==> config.mk <==
export PLATFORM = sky130hd
export DESIGN_NAME = line_lock_ctrl
export DESIGN_NICKNAME = d
export VERILOG_FILES = /design/src/rtl/llc_pkg.sv /design/src/rtl/lock_free_pick.sv /design/src/rtl/lock_slot.sv /design/src/rtl/line_lock_ctrl.sv
export SDC_FILE = /design/constraint.sdc
export NUM_CORES = 1
export LEC_CHECK = 0
export BUFFER_PORTS_ARGS = -buffer_cell sky130_fd_sc_hd__buf_2
export CAP_MARGIN = 25
export CORE_ASPECT_RATIO = 1.2
export CORE_MARGIN = 2
export CORE_UTILIZATION = 35
export DETAILED_ROUTE_END_ITERATION = 16
export HOLD_SLACK_MARGIN = 0.1
export SLEW_MARGIN = 20
export SYNTH_ARGS = -nofsm -noshare
export SYNTH_HDL_FRONTEND = slang
export SYNTH_SLANG_ARGS = --single-unit
==> constraint.sdc <==
create_clock -name clk -period 4.4 [get_ports clk]
set_input_delay 0.22 -clock clk [delete_from_list [all_inputs] [get_ports clk]]
set_output_delay 0.22 -clock clk [all_outputs]
set_load 0.05 [all_outputs]
==> src/rtl/llc_pkg.sv <==
package llc_pkg;

    typedef enum logic [1:0] {
        MESI_I = 2'd0,
        MESI_S = 2'd1,
        MESI_E = 2'd2,
        MESI_M = 2'd3
    } mesi_e;

    typedef enum logic {
        PEND_WRITE = 1'b0,
        PEND_EVICT = 1'b1
    } pend_e;

    // State a line settles into once its lock is acknowledged
    function automatic mesi_e settle_state(pend_e p);
        return (p == PEND_WRITE) ? MESI_M : MESI_I;
    endfunction

endpackage

==> src/rtl/lock_free_pick.sv <==
module lock_free_pick #(
    parameter int SLOTS = 4
) (
    input  logic [SLOTS-1:0] busy,
    output logic [SLOTS-1:0] grant,
    output logic             none_free
);
    always_comb begin
        logic found;
        found = 1'b0;
        grant = '0;
        for (int i = 0; i < SLOTS; i++) begin
            if (!busy[i] && !found) begin
                grant[i] = 1'b1;
                found    = 1'b1;
            end
        end
        none_free = !found;
    end
endmodule

==> src/rtl/lock_slot.sv <==
module lock_slot
    import llc_pkg::*;
#(
    parameter int ADDR_W = 16
) (
    input  logic              clk,
    input  logic              rst,
    input  logic              alloc,
    input  logic              release_i,
    input  logic [ADDR_W-1:0] alloc_addr,
    input  pend_e             alloc_act,
    input  logic [ADDR_W-1:0] cmp_wr,
    input  logic [ADDR_W-1:0] cmp_ev,
    input  logic [ADDR_W-1:0] cmp_ack,
    input  logic [ADDR_W-1:0] cmp_q,
    output logic              busy,
    output pend_e             act,
    output logic              hit_wr,
    output logic              hit_ev,
    output logic              hit_ack,
    output logic              hit_q
);
    logic [ADDR_W-1:0] line_q;

    always_ff @(posedge clk) begin
        if (rst) begin
            busy   <= 1'b0;
            line_q <= '0;
            act    <= PEND_WRITE;
        end else if (alloc) begin
            busy   <= 1'b1;
            line_q <= alloc_addr;
            act    <= alloc_act;
        end else if (release_i) begin
            busy   <= 1'b0;
        end
    end

    assign hit_wr  = busy && (line_q == cmp_wr);
    assign hit_ev  = busy && (line_q == cmp_ev);
    assign hit_ack = busy && (line_q == cmp_ack);
    assign hit_q   = busy && (line_q == cmp_q);

    // a slot is only ever filled while it is empty
    p_alloc_free_r5: assert property (@(posedge clk) disable iff (rst)
        alloc |-> !busy);

    // a release leaves the slot empty at the next edge
    p_release_empty_r4: assert property (@(posedge clk) disable iff (rst)
        (release_i && !alloc) |=> !busy);
endmodule

==> src/rtl/line_lock_ctrl.sv <==
module line_lock_ctrl
    import llc_pkg::*;
#(
    parameter int ADDR_W = 16,
    parameter int SLOTS  = 4
) (
    input  logic              clk,
    input  logic              rst,
    input  logic              wh_valid,
    input  logic              wh_coherent,
    input  logic [ADDR_W-1:0] wh_addr,
    output logic              wh_ready,
    input  logic              ev_valid,
    input  logic              ev_coherent,
    input  logic [ADDR_W-1:0] ev_addr,
    output logic              ev_ready,
    output logic              dir_msg_valid,
    output logic              dir_msg_evict,
    output logic [ADDR_W-1:0] dir_msg_addr,
    input  logic              ack_valid,
    input  logic [ADDR_W-1:0] ack_addr,
    output logic              commit_valid,
    output logic [ADDR_W-1:0] commit_addr,
    output logic [1:0]        commit_state,
    output logic              ack_orphan,
    input  logic [ADDR_W-1:0] probe_addr,
    output logic              probe_locked
);
    localparam int LAST = SLOTS - 1;

    logic [LAST:0] busy, grant, hit_wr, hit_ev, hit_ack, hit_q;
    pend_e         slot_act [SLOTS];
    logic          table_full;
    logic          ev_take, wh_take, do_alloc;
    logic [ADDR_W-1:0] alloc_addr;
    pend_e         alloc_act, ack_act;

    lock_free_pick #(.SLOTS(SLOTS)) u_pick (
        .busy      (busy),
        .grant     (grant),
        .none_free (table_full)
    );

    generate
        for (genvar g = 0; g < SLOTS; g++) begin : g_slot
            lock_slot #(.ADDR_W(ADDR_W)) u_slot (
                .clk        (clk),
                .rst        (rst),
                .alloc      (do_alloc && grant[g]),
                .release_i  (ack_valid && hit_ack[g]),
                .alloc_addr (alloc_addr),
                .alloc_act  (alloc_act),
                .cmp_wr     (wh_addr),
                .cmp_ev     (ev_addr),
                .cmp_ack    (ack_addr),
                .cmp_q      (probe_addr),
                .busy       (busy[g]),
                .act        (slot_act[g]),
                .hit_wr     (hit_wr[g]),
                .hit_ev     (hit_ev[g]),
                .hit_ack    (hit_ack[g]),
                .hit_q      (hit_q[g])
            );
        end
    endgenerate

    // Eviction has priority; a locked line is never evicted again
    always_comb begin
        logic ev_ok;
        ev_ok    = !table_full && !(|hit_ev);
        ev_ready = !ev_coherent || ev_ok;
        ev_take  = ev_valid && ev_coherent && ev_ok;
        wh_ready = !wh_coherent || (!table_full && !(|hit_wr) && !ev_take);
        wh_take  = wh_valid && wh_coherent && wh_ready;
        do_alloc = ev_take || wh_take;
        alloc_addr = ev_take ? ev_addr : wh_addr;
        alloc_act  = ev_take ? PEND_EVICT : PEND_WRITE;
    end

    always_comb begin
        ack_act = PEND_WRITE;
        for (int i = 0; i < SLOTS; i++)
            if (hit_ack[i]) ack_act = slot_act[i];
    end

    assign probe_locked = |hit_q;

    always_ff @(posedge clk) begin
        if (rst) begin
            dir_msg_valid <= 1'b0;
            dir_msg_evict <= 1'b0;
            dir_msg_addr  <= '0;
            commit_valid  <= 1'b0;
            commit_addr   <= '0;
            commit_state  <= MESI_I;
            ack_orphan    <= 1'b0;
        end else begin
            dir_msg_valid <= do_alloc;
            dir_msg_evict <= ev_take;
            dir_msg_addr  <= alloc_addr;
            commit_valid  <= ack_valid && (|hit_ack);
            commit_addr   <= ack_addr;
            commit_state  <= settle_state(ack_act);
            ack_orphan    <= ack_valid && !(|hit_ack);
        end
    end

    p_wh_notice_r1: assert property (@(posedge clk) disable iff (rst)
        wh_take |=> dir_msg_valid && !dir_msg_evict && dir_msg_addr == $past(wh_addr));

    p_ev_notice_r2: assert property (@(posedge clk) disable iff (rst)
        ev_take |=> dir_msg_valid && dir_msg_evict && dir_msg_addr == $past(ev_addr));

    p_unique_lock_r3: assert property (@(posedge clk) disable iff (rst)
        $onehot0(hit_q));

    p_full_stall_r5: assert property (@(posedge clk) disable iff (rst)
        (&busy) |-> !do_alloc);

    p_orphan_no_commit_r7: assert property (@(posedge clk) disable iff (rst)
        ack_orphan |-> !commit_valid);

    p_noncoh_ready_r8: assert property (@(posedge clk) disable iff (rst)
        (ev_valid && !ev_coherent) |-> ev_ready);

    p_evict_first_r9: assert property (@(posedge clk) disable iff (rst)
        ev_take |-> !wh_take);
endmodule

==> out/qor.yml, run 1 <==
finish:
  stdcell_count: 1122
  fillerInstances: 2168
  utilization: 0.3823
  drive_gt1_frac: 0.1913
  area_growth_pct: 8.244
  final_nets: 918
  num_antenna_cells: 0
sta:
  maxSlewHeadroom: 0.4685
  fin_crit_ns: 3.337
  fmax_mhz: 299.7
  setup_violations: 0
  finClkSkew_ns: 0.009322
  drv_slew: 0
  hold_viol_final: 0
  period_share: 0.7583
  worst_slew_pin_slew_ns: 0.7948
  whs_ns: 0.1156
  rsz0062_at_grt: "false"
  setup_tns_ns: 0
cts:
  cts.repair.resized: 0
  post_cts_buffers: 0
  path_clk_slew_ns: 0.08
  clock-sinks: 109
  htreeDepth: 3
  cts_hold_buffers: 0
  clkLatencyLatePin_ns: 0.36
  cts_buffer_depth: 2
  tritoncts: "built"
  cts_root_buffer: "clkbuf_16"
  cts_buffers: 9
floorplan:
  fp.dieArea_mm2: 0.02212
  rows: 58
  start_util: 0.3532
  die_height_um: 162.5
  core_mm2: 0.02075
  boundaryPins: 112
  die_w_um: 136.1
pwr:
  peakVddDrop_mv: 0.1751
  finalPower_mw: 2.511
  pwr_density_cell_mw_per_mm2: 316.4
  leakage_nw: 3.160
place:
  gp_congestion: 0.9598
  port_buffers: 111
  dp_cells: 1105
  dp_hpwl_um: 21790
synth:
  synthDistinctLibCells: 43
  post-synth-top-area-fraction: 0.2977
  synth_area_leaders: "dfxtp_1 (30%), xor2_1 (18%), xnor2_1 (13%)"
  synth_area_per_cell_um2: 8.485
  synth_cells: 864
  seq_area_frac_synth: 0.2977
  synth_top_area_cell: "dfxtp_1"
  synthFlopType: "dfxtp_1"
  syn_nets: 935
  synth_edf_count: 0
  synthArstFlopShare: 0
  ys_ff_latch: 109
  netlist_area_mm2: 0.007331
  yosysWarnings: 0
global_route:
  grt_max_degree: 72
  grt_pass1_vias: 5973
  grt_overflow: 0
  grt_pass1_wl_um: 39940
  grt_usage: 0.2551
  antenna_found_initial: 0
setup_path:
  critPathMaxFanout: 10
  crit_type: "reg -> reg"
  critPathSlowestCell: "dfxtp_1"
  critPathMostFrequentCell: "o32ai_1"
  cp.arrival_ns: 3.60
  startpoint_type: "flop"
  path_cells: "xor2_1, nor4_1, nand4_1, o32ai_1, or4_1, a21oi_2, buf_8, o32ai_1"
  critPathMaxStageDelay_ns: 0.63
  cp-end-kind: "flop"
  required_ns: 4.66
route:
  drc: 0
  postRouteAntennaNets: 0
  vias: 6081
  drt_iter0_drc: 545
  vias_per_cell: 5.420
  wl_per_cell_um: 24.83
  routed_wl_um: 27860
  dr.pass1.iters: 8
min_path:
  holdCritPathClass: "in -> reg"
run_status:
  outcome: "finished clean"
run:
  max-cap-violations: 0
## final timing paths
| check | start | end | slack, ns | cells past startpoint |
|---|---|---|---|---|
| worst max register to register | g_slot[3].u_slot.line_q[13]$_SDFFE_PP0P_ | g_slot[2].u_slot.line_q[13]$_SDFFE_PP0P_ | 1.06 | 8 |
| worst min register to register | g_slot[2].u_slot.act$_SDFFE_PP0P_ | g_slot[2].u_slot.act$_SDFFE_PP0P_ | 0.48 | 2 |
| worst min-delay path | ack_valid | g_slot[1].u_slot.busy$_SDFFE_PP0P_ | 0.12 | 2 |
| worst max-delay path | g_slot[3].u_slot.line_q[13]$_SDFFE_PP0P_ | g_slot[2].u_slot.line_q[13]$_SDFFE_PP0P_ | 1.06 | 8 |
## power by group
group	leakage (nW)	internal [mW]	switching (mW)
Clock	0.157	0.470	0.419
Sequential	0.892	1.03	0.0605
Combinational	2.11	0.189	0.345
Total	3.16	1.69	0.825
## cell usage after synthesis (4+ instances only)
| cell type | n |
|---|---|
| xnor2_1 | 109 |
| mux2i_1 | 8 |
| a21oi_1 | 8 |
| nand2_1 | 12 |
| o21ai_0 | 9 |
| nor4_1 | 37 |
| mux2i_2 | 8 |
| nor2b_1 | 16 |
| a21oi_2 | 4 |
| dfxtp_1 | 109 |
| o32ai_1 | 66 |
| buf_2 | 102 |
| buf_4 | 4 |
| nor2_1 | 26 |
| nand4_1 | 29 |
| xor2_1 | 147 |
| nand3_1 | 16 |
| inv_1 | 70 |
| clkbuf_1 | 43 |
| nor3_1 | 12 |
## through the flow
step	setup WS, ns	cell area (um2)
floorplan	1.478	7331
global placement	1.081	7561
detailed placement	1.131	7604
CTS	1.123	7918
global route	0.9198	7935
finish	1.063	7935
## per-layer routing
| metal | share of wire | global-route usage |
|---|---|---|
| met3 | 0.058 | 0.04575 |
| met1 | 0.40 | 0.3132 |
| met5 | 0 | 0 |
| met4 | 0.067 | 0.1648 |
| met2 | 0.47 | 0.4084 |
## cell usage in the layout, fill, tap and decap left out, drive strengths merged, types with 16 or more instances in the layout
cell type,n
buf,127
dfxtp,109
inv,74
mux2i,16
nand3,16
nand4,29
nor2,26
nor2b,16
nor4,37
o32ai,67
xnor2,109
xor2,147
## sequential cells by signal (all words and copies together), names as in the netlist
register,count
g_slot.u_slot.act,4
commit_state,1
g_slot.u_slot.busy,4
commit_addr,16
commit_valid,1
ack_orphan,1
g_slot.u_slot.line_q,64
dir_msg_valid,1
dir_msg_evict,1
dir_msg_addr,16
## cell families (layout without fill, tap and decap cells)
group | Yosys count | in the layout | synth area share
xor gates and xnor gates | 256 | 256 | 0.3059
buffers and inverters | 225 | 213 | 0.1406
AOI/OAI and AO/OA | 100 | 100 | 0.1109
and+or+nand+nor | 156 | 156 | 0.1159
muxes | 18 | 18 | 0.02902
DFF | 109 | 109 | 0.2977
## worst max-delay path, delay by kind of cell (launching register included)
family / cells / cell delay, ns
AND/OR/NAND/NOR: 3 / 1.28
AO/OA/AOI/OAI: 3 / 0.95
flip-flops: 1 / 0.63
buffers and inverters: 1 / 0.23
XOR/XNOR: 1 / 0.15
## final cells by class
| cell class | count | area (um2) | area share |
|---|---|---|---|
| well taps | 270 | 337.8 | 0.04257 |
| inverters | 70 | 262.8 | 0.03311 |
| flip-flops and latches | 109 | 2182 | 0.2750 |
| clock inverters | 6 | 75.07 | 0.009461 |
| multi-input cells | 530 | 4131 | 0.5207 |
| clock buffers | 10 | 239.0 | 0.03012 |
| repair buffers | 127 | 706.9 | 0.08909 |
Note: power is estimated with default switching activity, not from simulation.
==> run 2, diff against run 1 <==
Clock period 4.4 ns to 3.1 ns, I/O delays scaled along.
==> run 2 against run 1 <==
Largest power group unchanged. Flip-flop and latch count did not move. Critical endpoint is now g_slot[1].u_slot.line_q[13]$_SDFFE_PP0P_. Clock-buffer cell count fell by 1. Clock power grew 37%. Worst hold slack got worse by 0.0027 ns. Combinational power up 52%. Cell count is 4.0% higher. Maximum frequency is 12% higher. Sequential power is 40% higher. Die area did not move. Worst setup slack worse by 0.93 ns. Sequential share of layout area fell by 1.2 points.
==> out/qor.yml, run 2 (synthesized netlist as in run 1, its figures left out) <==
global_route:
  grt_max_degree: 76
  antenna_found_initial: 0
  grt_overflow: 0
  grt_pass1_vias: 6237
  grt_pass1_wl_um: 38990
  grt_usage: 0.2440
min_path:
  holdCritPathClass: "in -> reg"
place:
  dp_hpwl_um: 21050
  dpl_cell_area_mm2: 0.007946
  dp_cells: 1150
  port_buffers: 111
  gp_congestion: 1.101
finish:
  final_nets: 963
  utilization: 0.4002
  seq_area_mm2: 0.002183
  stdcell_count: 1167
  multi_input_area_mm2: 0.004156
  fin_area_mm2: 0.008305
  reg.largest.list: "g_slot.u_slot.line_q (64), commit_addr (16), dir_msg_addr (16)"
  mostFrequentLayoutCells: "xor2_1 (147), xnor2_1 (109), buf_2 (109)"
  largest_register_ffs: 64
  mostFrequentLayoutCell: "xor2_1"
  drive_gt1_frac: 0.2352
  top_register: "g_slot.u_slot.line_q"
  num_antenna_cells: 0
  area_growth_pct: 13.30
  fillerInstances: 2149
route:
  wl_per_cell_um: 22.79
  routed_wl_um: 26600
  dr.pass1.iters: 5
  vias: 6243
  drt_iter0_drc: 590
  vias_per_cell: 5.350
  drc: 0
  postRouteAntennaNets: 0
cts:
  cts_buffer_depth: 2
  clock-sinks: 109
  htreeDepth: 3
  clkLatencyLatePin_ns: 0.36
  path_clk_slew_ns: 0.08
  tritoncts: "built"
  cts_buffers: 9
  cts_root_buffer: "clkbuf_16"
floorplan:
  fp.dieArea_mm2: 0.02212
  core_mm2: 0.02075
  start_util: 0.3532
  die_w_um: 136.1
  rows: 58
  die_height_um: 162.5
  boundaryPins: 112
sta:
  period_share: 0.9577
  fmax_mhz: 336.8
  fin_crit_ns: 2.969
  setup_tns_ns: 0
  setup_violations: 0
  rsz0062_at_grt: "false"
  finClkSkew_ns: 0.006673
  hold_viol_final: 0
  drv_slew: 0
  maxSlewHeadroom: 0.3023
  worst_slew_pin_slew_ns: 1.037
pwr:
  peakVddDrop_mv: 0.2410
  finalPower_mw: 3.562
  leakage_nw: 3.394
  pwr_density_cell_mw_per_mm2: 428.9
setup_path:
  critPathSlowestCell: "o32ai_1"
  path_cells: "xor2_1, nor4_1, nand4_1, o32ai_1, or4_4, a21oi_2, buf_12, o32ai_1"
  crit_type: "reg -> reg"
  critPathMaxFanout: 8
  cp.arrival_ns: 3.23
  critPathMaxStageDelay_ns: 0.60
  critPathBufInv: 1
  cp-end-kind: "flop"
  required_ns: 3.36
  startpoint_type: "flop"
  cp_top_family: "compound AO/OA/AOI/OAI gates"
  critPathMostFrequentCell: "o32ai_1"
run:
  max-cap-violations: 0
run_status:
  outcome: "finished clean"
run 2: cell count changes in the layout (fill, tap and decap cells not counted), moves of 2 or more:
cell / delta
buf_12: +2
buf_8: -2
buf_4: +46
buf_2: -2
clkinvlp_4: +2
run 2: worst paths after layout:
kind	from	to	slack, ns	cells after the start
worst max-delay path	g_slot[1].u_slot.line_q[15]$_SDFFE_PP0P_	g_slot[1].u_slot.line_q[13]$_SDFFE_PP0P_	0.13	8
worst min-delay path	ack_addr[8]	commit_addr[8]$_SDFF_PP0_	0.11	2
worst max register to register	g_slot[1].u_slot.line_q[15]$_SDFFE_PP0P_	g_slot[1].u_slot.line_q[13]$_SDFFE_PP0P_	0.13	8
worst min register to register	g_slot[3].u_slot.act$_SDFFE_PP0P_	g_slot[3].u_slot.act$_SDFFE_PP0P_	0.48	2
run 2: cell type report:
class	instances	area share
Clock inverter	7	0.009792
Timing Repair Buffer	172	0.1274
Tap cell	270	0.04067
Inverter	70	0.03164
Sequential cell	109	0.2629
Multi-Input combinational cell	530	0.5005
Clock buffer	9	0.02712
run 2: what timing repair did:
action | in CTS | in global routing
endpoints found under the hold margin | 3 | 0
resized for setup | 1 | 6
hold buffers | 1 | 0
setup endpoints to repair | 1 | 29
setup buffers | 0 | 0
run 2: metal layers:
layer  vias up  GRT usage  wire length [um]
met5         -          0                 0
met3        86    0.03828              1685
li1       2881          -                 -
met1      2983     0.2991             10700
met2       293     0.4029             12610
met4         0     0.1411              1603
run 2: per-stage QoR:
stage | hold WS (ns) | setup WS, ns
after floorplan | 0.2668 | 0.2427
after global placement | 0.4157 | 0.1950
after detailed placement | 0.4119 | 0.09787
after CTS | 0.1043 | 0.04558
after global routing | 0.1078 | 0.03970
final | 0.1129 | 0.1313
run 2: where the power goes:
group	internal, mW	switching, mW	total, mW
combinational	0.298	0.515	0.813
clock	0.640	0.582	1.22
sequential	1.46	0.0684	1.53
total	2.40	1.17	3.56
run 2: worst register-to-register path, stage by stage (launching register included):
cell	delay [ns]
dfxtp_1	0.56
xor2_1	0.16
nor4_1	0.44
nand4_1	0.14
o32ai_1	0.60
or4_4	0.32
a21oi_2	0.20
buf_12	0.20
o32ai_1	0.25
